--- src/rtl/sched_pkg.sv ---
package sched_pkg;

  typedef enum logic [1:0] {
    OP_WRITE  = 2'd0,
    OP_SET    = 2'd1,
    OP_CLEAR  = 2'd2,
    OP_TOGGLE = 2'd3
  } reg_op_e;

  localparam logic [1:0] ADDR_REQ  = 2'd0;
  localparam logic [1:0] ADDR_EN   = 2'd1;
  localparam logic [1:0] ADDR_STAT = 2'd2;

  localparam int KIND_PLAIN  = 0;
  localparam int KIND_RETIRE = 1;
  localparam int KIND_STICKY = 2;

  typedef enum logic [1:0] {
    ST_IDLE  = 2'd0,
    ST_ISSUE = 2'd1,
    ST_WAIT  = 2'd2
  } sched_state_e;

endpackage

--- src/rtl/sched_bitreg.sv ---
module sched_bitreg
  import sched_pkg::*;
#(
  parameter int W    = 8,
  parameter int KIND = KIND_PLAIN
) (
  input  logic         clk,
  input  logic         rst_n,
  input  logic         wr_en,
  input  reg_op_e      op,
  input  logic [W-1:0] wdata,
  input  logic [W-1:0] hw_vec,
  output logic [W-1:0] q
);

  logic [W-1:0] q_q;
  logic [W-1:0] base;
  logic [W-1:0] sw_val;
  logic [W-1:0] q_d;
  logic         upd;

  // base value the software op works on
  generate
    if (KIND == KIND_RETIRE) begin : g_base_retire
      assign base = q_q & ~hw_vec;
    end else begin : g_base_plain
      assign base = q_q;
    end
  endgenerate

  always_comb begin
    unique case (op)
      OP_WRITE:  sw_val = wdata;
      OP_SET:    sw_val = base | wdata;
      OP_CLEAR:  sw_val = base & ~wdata;
      default:   sw_val = base ^ wdata;
    endcase
  end

  generate
    if (KIND == KIND_STICKY) begin : g_next_sticky
      // completion has priority over any software clear
      assign q_d = (wr_en ? sw_val : q_q) | hw_vec;
    end else begin : g_next_other
      assign q_d = wr_en ? sw_val : base;
    end
  endgenerate

  assign upd = wr_en | (|hw_vec);

  always_ff @(posedge clk or negedge rst_n) begin
    if (!rst_n) begin
      q_q <= '0;
    end else if (upd) begin
      q_q <= q_d;
    end
  end

  assign q = q_q;

  generate
    if (KIND == KIND_STICKY) begin : g_chk_sticky
      p_hw_set_wins_r9 : assert property (@(posedge clk) disable iff (!rst_n)
        (|hw_vec) |=> ((q_q & $past(hw_vec)) == $past(hw_vec)));
    end else if (KIND == KIND_RETIRE) begin : g_chk_retire
      p_req_retire_r6 : assert property (@(posedge clk) disable iff (!rst_n)
        ((|hw_vec) && !wr_en) |=> ((q_q & $past(hw_vec)) == '0));
    end else begin : g_chk_plain
      p_hold_no_write_r2 : assert property (@(posedge clk) disable iff (!rst_n)
        !wr_en |=> $stable(q_q));
    end
  endgenerate

endmodule

--- src/rtl/sched_regs.sv ---
module sched_regs
  import sched_pkg::*;
#(
  parameter int NCH = 8
) (
  input  logic           clk,
  input  logic           rst_n,
  input  logic           reg_wr,
  input  logic [1:0]     reg_addr,
  input  reg_op_e        reg_op,
  input  logic [NCH-1:0] reg_wdata,
  input  logic [NCH-1:0] done_vec,
  output logic [NCH-1:0] req_q,
  output logic [NCH-1:0] en_q,
  output logic [NCH-1:0] stat_q,
  output logic [NCH-1:0] reg_rdata
);

  logic wr_req;
  logic wr_en;
  logic wr_stat;

  assign wr_req  = reg_wr && (reg_addr == ADDR_REQ);
  assign wr_en   = reg_wr && (reg_addr == ADDR_EN);
  assign wr_stat = reg_wr && (reg_addr == ADDR_STAT);

  sched_bitreg #(.W(NCH), .KIND(KIND_RETIRE)) u_req (
    .clk    (clk),
    .rst_n  (rst_n),
    .wr_en  (wr_req),
    .op     (reg_op),
    .wdata  (reg_wdata),
    .hw_vec (done_vec),
    .q      (req_q)
  );

  sched_bitreg #(.W(NCH), .KIND(KIND_PLAIN)) u_en (
    .clk    (clk),
    .rst_n  (rst_n),
    .wr_en  (wr_en),
    .op     (reg_op),
    .wdata  (reg_wdata),
    .hw_vec ('0),
    .q      (en_q)
  );

  sched_bitreg #(.W(NCH), .KIND(KIND_STICKY)) u_stat (
    .clk    (clk),
    .rst_n  (rst_n),
    .wr_en  (wr_stat),
    .op     (reg_op),
    .wdata  (reg_wdata),
    .hw_vec (done_vec),
    .q      (stat_q)
  );

  always_comb begin
    unique case (reg_addr)
      ADDR_REQ:  reg_rdata = req_q;
      ADDR_EN:   reg_rdata = en_q;
      ADDR_STAT: reg_rdata = stat_q;
      default:   reg_rdata = '0;
    endcase
  end

  p_done_onehot_r6 : assert property (@(posedge clk) disable iff (!rst_n)
    $onehot0(done_vec));

endmodule

--- src/rtl/sched_fsm.sv ---
module sched_fsm
  import sched_pkg::*;
#(
  parameter int NCH = 8,
  localparam int CW = (NCH > 1) ? $clog2(NCH) : 1
) (
  input  logic           clk,
  input  logic           rst_n,
  input  logic [NCH-1:0] req_i,
  input  logic           conv_done,
  output logic           conv_start,
  output logic [CW-1:0]  conv_chan,
  output logic [NCH-1:0] done_vec
);

  sched_state_e   state_q, state_d;
  logic [NCH-1:0] snap_q, snap_d;
  logic [CW-1:0]  cur;
  logic [NCH-1:0] cur_onehot;
  logic           finish;

  // lowest captured channel goes next
  always_comb begin
    cur = '0;
    for (int i = NCH - 1; i >= 0; i--) begin
      if (snap_q[i]) cur = CW'(i);
    end
  end

  always_comb begin
    cur_onehot = '0;
    cur_onehot[cur] = 1'b1;
  end

  assign finish = (state_q == ST_WAIT) && conv_done;

  always_comb begin
    state_d = state_q;
    snap_d  = snap_q;
    unique case (state_q)
      ST_IDLE: begin
        if (|req_i) begin
          snap_d  = req_i;
          state_d = ST_ISSUE;
        end
      end
      ST_ISSUE: begin
        state_d = ST_WAIT;
      end
      ST_WAIT: begin
        if (conv_done) begin
          snap_d  = snap_q & ~cur_onehot;
          state_d = ((snap_q & ~cur_onehot) == '0) ? ST_IDLE : ST_ISSUE;
        end
      end
      default: begin
        state_d = ST_IDLE;
        snap_d  = '0;
      end
    endcase
  end

  always_ff @(posedge clk or negedge rst_n) begin
    if (!rst_n) begin
      state_q <= ST_IDLE;
      snap_q  <= '0;
    end else begin
      state_q <= state_d;
      snap_q  <= snap_d;
    end
  end

  assign conv_start = (state_q == ST_ISSUE);
  assign conv_chan  = cur;
  assign done_vec   = finish ? cur_onehot : '0;

  p_start_pulse_r5 : assert property (@(posedge clk) disable iff (!rst_n)
    conv_start |=> !conv_start);

  p_start_in_snap_r4 : assert property (@(posedge clk) disable iff (!rst_n)
    conv_start |-> snap_q[conv_chan]);

  p_snap_no_growth_r7 : assert property (@(posedge clk) disable iff (!rst_n)
    ((state_q != ST_IDLE) && $past(state_q != ST_IDLE))
      |-> ((snap_q & ~$past(snap_q)) == '0));

endmodule

--- src/rtl/conv_sched_top.sv ---
module conv_sched_top
  import sched_pkg::*;
#(
  parameter int NCH = 8,
  localparam int CW = (NCH > 1) ? $clog2(NCH) : 1
) (
  input  logic           clk,
  input  logic           rst_n,
  input  logic           reg_wr,
  input  logic [1:0]     reg_addr,
  input  logic [1:0]     reg_op,
  input  logic [NCH-1:0] reg_wdata,
  output logic [NCH-1:0] reg_rdata,
  output logic           conv_start,
  output logic [CW-1:0]  conv_chan,
  input  logic           conv_done,
  output logic           irq
);

  logic [NCH-1:0] req_q;
  logic [NCH-1:0] en_q;
  logic [NCH-1:0] stat_q;
  logic [NCH-1:0] done_vec;

  sched_regs #(.NCH(NCH)) u_regs (
    .clk       (clk),
    .rst_n     (rst_n),
    .reg_wr    (reg_wr),
    .reg_addr  (reg_addr),
    .reg_op    (reg_op_e'(reg_op)),
    .reg_wdata (reg_wdata),
    .done_vec  (done_vec),
    .req_q     (req_q),
    .en_q      (en_q),
    .stat_q    (stat_q),
    .reg_rdata (reg_rdata)
  );

  sched_fsm #(.NCH(NCH)) u_fsm (
    .clk        (clk),
    .rst_n      (rst_n),
    .req_i      (req_q),
    .conv_done  (conv_done),
    .conv_start (conv_start),
    .conv_chan  (conv_chan),
    .done_vec   (done_vec)
  );

  assign irq = |(stat_q & en_q);

  p_irq_needs_status_r8 : assert property (@(posedge clk) disable iff (!rst_n)
    irq |-> (stat_q != '0));

endmodule

--- config.mk ---
export PLATFORM = sky130hd
export DESIGN_NAME = conv_sched_top
export DESIGN_NICKNAME = d
export VERILOG_FILES = /design/src/rtl/sched_pkg.sv /design/src/rtl/sched_bitreg.sv /design/src/rtl/sched_regs.sv /design/src/rtl/sched_fsm.sv /design/src/rtl/conv_sched_top.sv
export SDC_FILE = /design/constraint.sdc
export NUM_CORES = 1
export LEC_CHECK = 0
export ABC_AREA = 1
export BUFFER_PORTS_ARGS = -buffer_cell sky130_fd_sc_hd__clkbuf_2
export CAP_MARGIN = 20
export CELL_PAD_IN_SITES_DETAIL_PLACEMENT = 0
export CELL_PAD_IN_SITES_GLOBAL_PLACEMENT = 1
export CORE_MARGIN = 2
export CORE_UTILIZATION = 39
export DETAILED_ROUTE_END_ITERATION = 6
export GPL_ROUTABILITY_DRIVEN = 0
export GPL_TIMING_DRIVEN = 0
export PLACE_DENSITY_LB_ADDON = 0.1
export SLEW_MARGIN = 20
export SYNTH_ARGS = -nofsm -noshare
export SYNTH_HDL_FRONTEND = slang
export SYNTH_HIERARCHICAL = 1
export SYNTH_SLANG_ARGS = --single-unit
--- constraint.sdc ---
create_clock -name clk -period 1.82 [get_ports clk]
set_input_delay 0.364 -clock clk [delete_from_list [all_inputs] [get_ports clk]]
set_output_delay 0.364 -clock clk [all_outputs]
set_load 0.02 [all_outputs]
# Word-level counts from Yosys, hierarchy flattened
# Index checks and enable logic that the tools add are counted.
# classes
n_addsub	0
multipliers	0
div	0
n_lt_le_gt_ge	2
n_eq_ne	8
shifts	0
mux	24
bitwise_logic	19
n_reduce_logical	14
# ops
operator	n
$pmux 8 s3	5
$and 8x8->8	6
$mux 8	5
$or 8x8->8	4
$mux 3	8
$not 8->8	3
$reduce_or 8->1	3
$xor 8x8->8	3
$logic_not 8->1	1
$eq 2x1->1 const B	3
$eq 2x2->1 const B	3
$logic_not 2->1	3
$pmux 2 s3	1
$logic_and 1x1->1	5
$lt 3x4->1 const B	1
$mux 2	2
$demux 1 s3	1
$ge 3x1->1 const B	1
$reduce_and 3->1	1
$mux 1	2
$ne 2x1->1 const B	1
$ne 2x2->1 const B	1
$or 1x1->1	2
$reduce_and 2->1	1
$not 1->1	1
# totals
ff_bits	34
latchBits	0
ramBits	0
mem_bits_ro	0
inputBits	16
out_inout_bits	13
elab_cells	72
memories	0

# Depth between registers and ports, before layout
# depth
ltp_word	18
mapped_depth	18
mapped_depth_nobuf	18

# Cells and area by module
# The synthesis kept the hierarchy.
# by_module_without_submodules
module	instances	cells_per_inst	area_each_um2	seq_area_each_um2
sched_bitreg at u_regs.u_req	1	139	913.4	200.2
sched_bitreg at u_regs.u_stat	1	130	885.8	200.2
sched_bitreg at u_regs.u_en	1	123	823.3	200.2
sched_fsm	1	119	733.2	250.2
sched_regs	1	42	214.0	0.0
conv_sched_top	1	15	56.3	0.0

# Worst setup path after synthesis
# Ideal clock, no wire load.
# synth_path
kind	flip-flop to flip-flop
from	register u_fsm.snap_q[3]
to	register u_regs.u_req.q_q[3], in the netlist u_regs/u_req/q[3]
setup_time_ns	0.116
arrival_ns	1.842
required_time_ns	1.704
setup_slack_ns	-0.138
path_stages_with_launch	14
path_buffers	0
period_less_slack_ns	1.958
cell_sequence	dfrtp_1 nor2_1 nand2_1 nor2_1 nor2_1 nand3_1 nor2_1 inv_1 nand2_1 ha_1 nor2_1 nor2_1 nand2_1 nand2_1
# synth_between
elab_chain_len	14
elab_cells_between_ends	19
cone_classes	2 x order compare; 9 x mux; 6 x bitwise; 2 x reduce/logical
# synth_lines
item	line_no	source
from (decl)	sched_fsm.sv:17	logic [NCH-1:0] snap_q, snap_d;
from (signal assigned)	sched_fsm.sv:69	snap_q <= snap_d;
$mux 3 * (4 in series)	sched_fsm.sv:26	if (snap_q[i]) cur = CW'(i);
named net conv_chan[2]	conv_sched_top.sv:15	output logic [CW-1:0] conv_chan,
$lt 3x4->1 (implied by the code) or $ge 3x1->1 (tied branches)	sched_fsm.sv:32	cur_onehot[cur] = 1'b1;
$logic_and 1x1->1 (implied by the code)	sched_fsm.sv:32	
$mux 1 (implied by the code)	sched_fsm.sv:32	
$demux 1 s3 *	n/a	
$mux 8 *	sched_fsm.sv:75	assign done_vec = finish ? cur_onehot : '0;
named net done_vec[3]	conv_sched_top.sv:23	logic [NCH-1:0] done_vec;
$not 8->8	sched_bitreg.sv:25	assign base = q_q & ~hw_vec;
$and 8x8->8	sched_bitreg.sv:25	
$xor 8x8->8 (tied with other cells)	sched_bitreg.sv:36	default: sw_val = base ^ wdata;
$pmux 8 s3	sched_bitreg.sv:32	unique case (op)
$mux 8	sched_bitreg.sv:45	assign q_d = wr_en ? sw_val : base;
to (signal assigned)	sched_bitreg.sv:55	q_q <= q_d;
to (decl)	sched_bitreg.sv:16	logic [W-1:0] q_q;
# The timed path passes the listed nets; every way through them passes the cells marked *.
# A chain may end at the register's enable or synchronous reset.

# Final worst setup path
# layout_path
from	register u_fsm.snap_q[5]
to	register u_regs.u_req.q_q[4], in the netlist u_regs/u_req/q[4]
# layout_between
elab_chain_len	16
elab_cells_between_ends	21
cone_classes	2 x order compare; 11 x mux; 6 x bitwise; 2 x reduce/logical
# layout_lines
item	line_no
$mux 3 * (6 in series)	sched_fsm.sv:26
$lt 3x4->1 (implied by the code) or $ge 3x1->1 (tied branches)	sched_fsm.sv:32
$logic_and 1x1->1 (implied by the code)	sched_fsm.sv:32
$mux 1 (implied by the code)	sched_fsm.sv:32
$demux 1 s3 *	n/a
$mux 8 *	sched_fsm.sv:75
named net done_vec[4]	conv_sched_top.sv:23
$not 8->8	sched_bitreg.sv:25
$and 8x8->8	sched_bitreg.sv:25
$xor 8x8->8 (tied with other cells)	sched_bitreg.sv:36
$pmux 8 s3	sched_bitreg.sv:32
$mux 8	sched_bitreg.sv:45
# Marks and branches as above.

==> results.txt <==
The overall via count from detail_route came out at 3779. The internal power component is 2840 uW. For this block, the initial DRC count from the detailed router was approximately 150. The core area is around 9100 um2. Combinational logic burns 62.4% of the power. For this configuration, the core starts out at a cell density of about two fifths. The relative contribution of sequential cells to total power came out at between 20% and 30%.

The worst setup path is captured at a flip-flop. The critical path class is flip-flop to flip-flop. The routed wire length came out at ~11000 um.

Dividing the detail-routed wire length by the instance count gives 15.2 um. The clock sink total came out at 34. At the end of the flow, the number of nets in the layout was roughly 700. The count of port buffers added during placement is 28. The clock latency of the later-clocked register in the worst-skew pair came out at 290 ps. The post-synthesis to final-layout area growth came out at 27.4%. The count of warnings emitted by yosys is 6. The utilization after layout is 50.7%. The die is ~100 um tall. The remaining antenna violation count came out at 0. For this run, the top clock speed supported by timing is approximately 0.50 GHz.

The maximum root-to-sink buffer count came out at 2. The detailed-route vias per instance came out at approximately 5. The shortest clock period the worst path allows after layout is 2010 ps. The final reports fail on setup timing. The number of remaining DRC errors came out at 0. Synthesis produced 567 cells.

Summed over all nets, the switching power comes to around 2800 uW. The wire length of the first global-routing pass came out at 17800 um. The number of detailed-route iterations in the first pass is 4. The final count of hold timing violations is 0. The number of diodes added for antenna fixing came out at 0.

Across all setup checks in the final design, the least slack found is -189 ps. The deepest level of the CTS H-tree is 2. Cells with a size suffix above 1 make up between 20 and 30% of the layout. The initial antenna violation count is 0.

The run finished, with violations left. The max-slew violation count is 0. Global routing finished with a remaining overflow of 0. The net count after synthesis is approximately 630. Setup repair after global routing could not meet its margin everywhere. The transition at the pin with the smallest max-transition slack came out at 873 ps.

The total setup violations reported at the end of the flow is 11. After clock tree synthesis, the clock-pin slew on the worst setup and hold paths is 70 ps. The number of rows created at floorplan came out at 35. The maximum fanout count along the critical path is 5. The post-synthesis area per instance is 6.39 um2. The portion of the clock cycle consumed by the worst path in the final layout came out at 110%. Total power for the finished layout comes to 5620 uW. For the final database, setup skew stands at 5.71 ps.

Net switching is 49.4% of the power. The global routing usage summed across all routing layers is 23.0%. The worst hold path belongs to the class primary input to asynchronous set/reset pin. The horizontal extent of the die is 100 um. In this run the clock root is driven by a clkbuf_8. The die area is 10100 um2. The via count of the first global-routing pass is 3530. The number of max-cap violations is 0.

The worst-case headroom to the max-slew limit is 41.8%. The largest net degree at the start of global routing came out at 35. The combined area of all synthesized cells is 3620 um2. Power spread over the standard cell area amounts to 1220 nW/um2. The leakage power total came out at 0.00242 uW. For this design the top-level I/O count stands at 29. STA classifies the critical path startpoint as a flip-flop. At the placement stage, the worst setup path has a slack of -425 ps. The part of the total power dissipated in the clock network came out at about an eighth. The critical path data required time is 1990 ps. The total half-perimeter wirelength after legalization and detailed placement is 8290 um. The TritonCTS clock tree is done. Leaving out fill and tap cells, the most frequent cell in the layout is nand2_1. The worst register-to-register path has a setup slack of -190 ps. In the layout the commonest cells are 137 x nand2_1, 67 x inv_1, 64 x nand3_1.

VDD sags by at most between 0.5 and 0.6 mV. The number of buffers added by the clock tree synthesis step came out at 5. STA puts the critical path data arrival time at 2180 ps.
final cells by class:
| cell class | count | area, um2 |
|---|---|---|
| fillers | 946 | 4490 |
| well taps | 111 | 139 |
| multi-input cells | 425 | 2640 |
| plain buffers | 13 | 123 |
| inverters | 95 | 372 |
| clock buffers | 7 | 76.3 |
| clock inverters | 1 | 30.0 |
| flip-flops and latches | 34 | 852 |
| repair buffers | 58 | 380 |
timing repair:
| action | in CTS | in global routing |
|---|---|---|
| setup buffers | 19 | 11 |
| gates resized for setup | 46 | 61 |
| pin swaps | 17 | 40 |
| setup endpoints to repair | 9 | 18 |
| hold buffers | 0 | 0 |
layer usage:
layer / up-vias / global-route usage (%) / routed length [um]
met1: 1761 / 32.3 / 5250
met5: - / 0 / 0
met3: 20 / 2.58 / 443
met2: 101 / 36.8 / 5320
met4: 0 / 7.38 / 314
li1: 1897 / - / -
state kept, by name (all words and copies together), names as in the netlist:
register	cells
u_regs/u_stat/q	8
u_regs/u_req/q	8
u_fsm/snap_q	8
u_fsm/state_q	2
u_regs/u_en/q	8
path summary, 6_finish.rpt:
check	cells past startpoint	to	start
min in group clk	3	u_fsm/state_q[1]	conv_done
setup reg to reg	17	u_regs/u_req/q[4]	u_fsm/snap_q[5]
max in group asynchronous	1	u_fsm/snap_q[5]	rst_n
hold reg to reg	2	u_regs/u_en/q[1]	u_regs/u_en/q[1]
setup / recovery	17	u_regs/u_req/q[4]	u_fsm/snap_q[5]
hold / removal	1	u_regs/u_stat/q[1]	rst_n
critical path, stage by stage (launching register included):
cell	delay (ps)
dfrtp_2	450
inv_2	70
nand2_1	50
nand2_1	70
nand2_2	60
nand2_2	90
nand2_4	110
nand2_8	150
nand2_8	70
nor2_4	100
inv_2	40
nand2_2	80
inv_2	60
ha_4	150
o21ai_2	130
nand3_1	100
nand2_1	80
nand2_1	60
power by group through the flow:
stage          clock [uW]  combinational [uW]  sequential [uW]
3_5_place_dp            0                2380             1390
5_1_grt               748                3900             1450
3_3_place_gp            0                2340             1380
2_1_floorplan           0                1780             1270
6_report              697                3510             1410
4_1_cts               715                2960             1370
through the flow:
step / TNS [ps] / hold WS, ps / area, um2 / cells
after floorplan: -43.7 / 68.4 / 3630 / 567
after global placement: -3790 / 533 / 3910 / 706
after detailed placement: -3330 / 545 / 3910 / 706
after CTS: -964 / 258 / 4300 / 733
after global routing: -3260 / 257 / 4610 / 744
final: -1300 / 195 / 4610 / 744
Power figures use the tool's default switching activity.
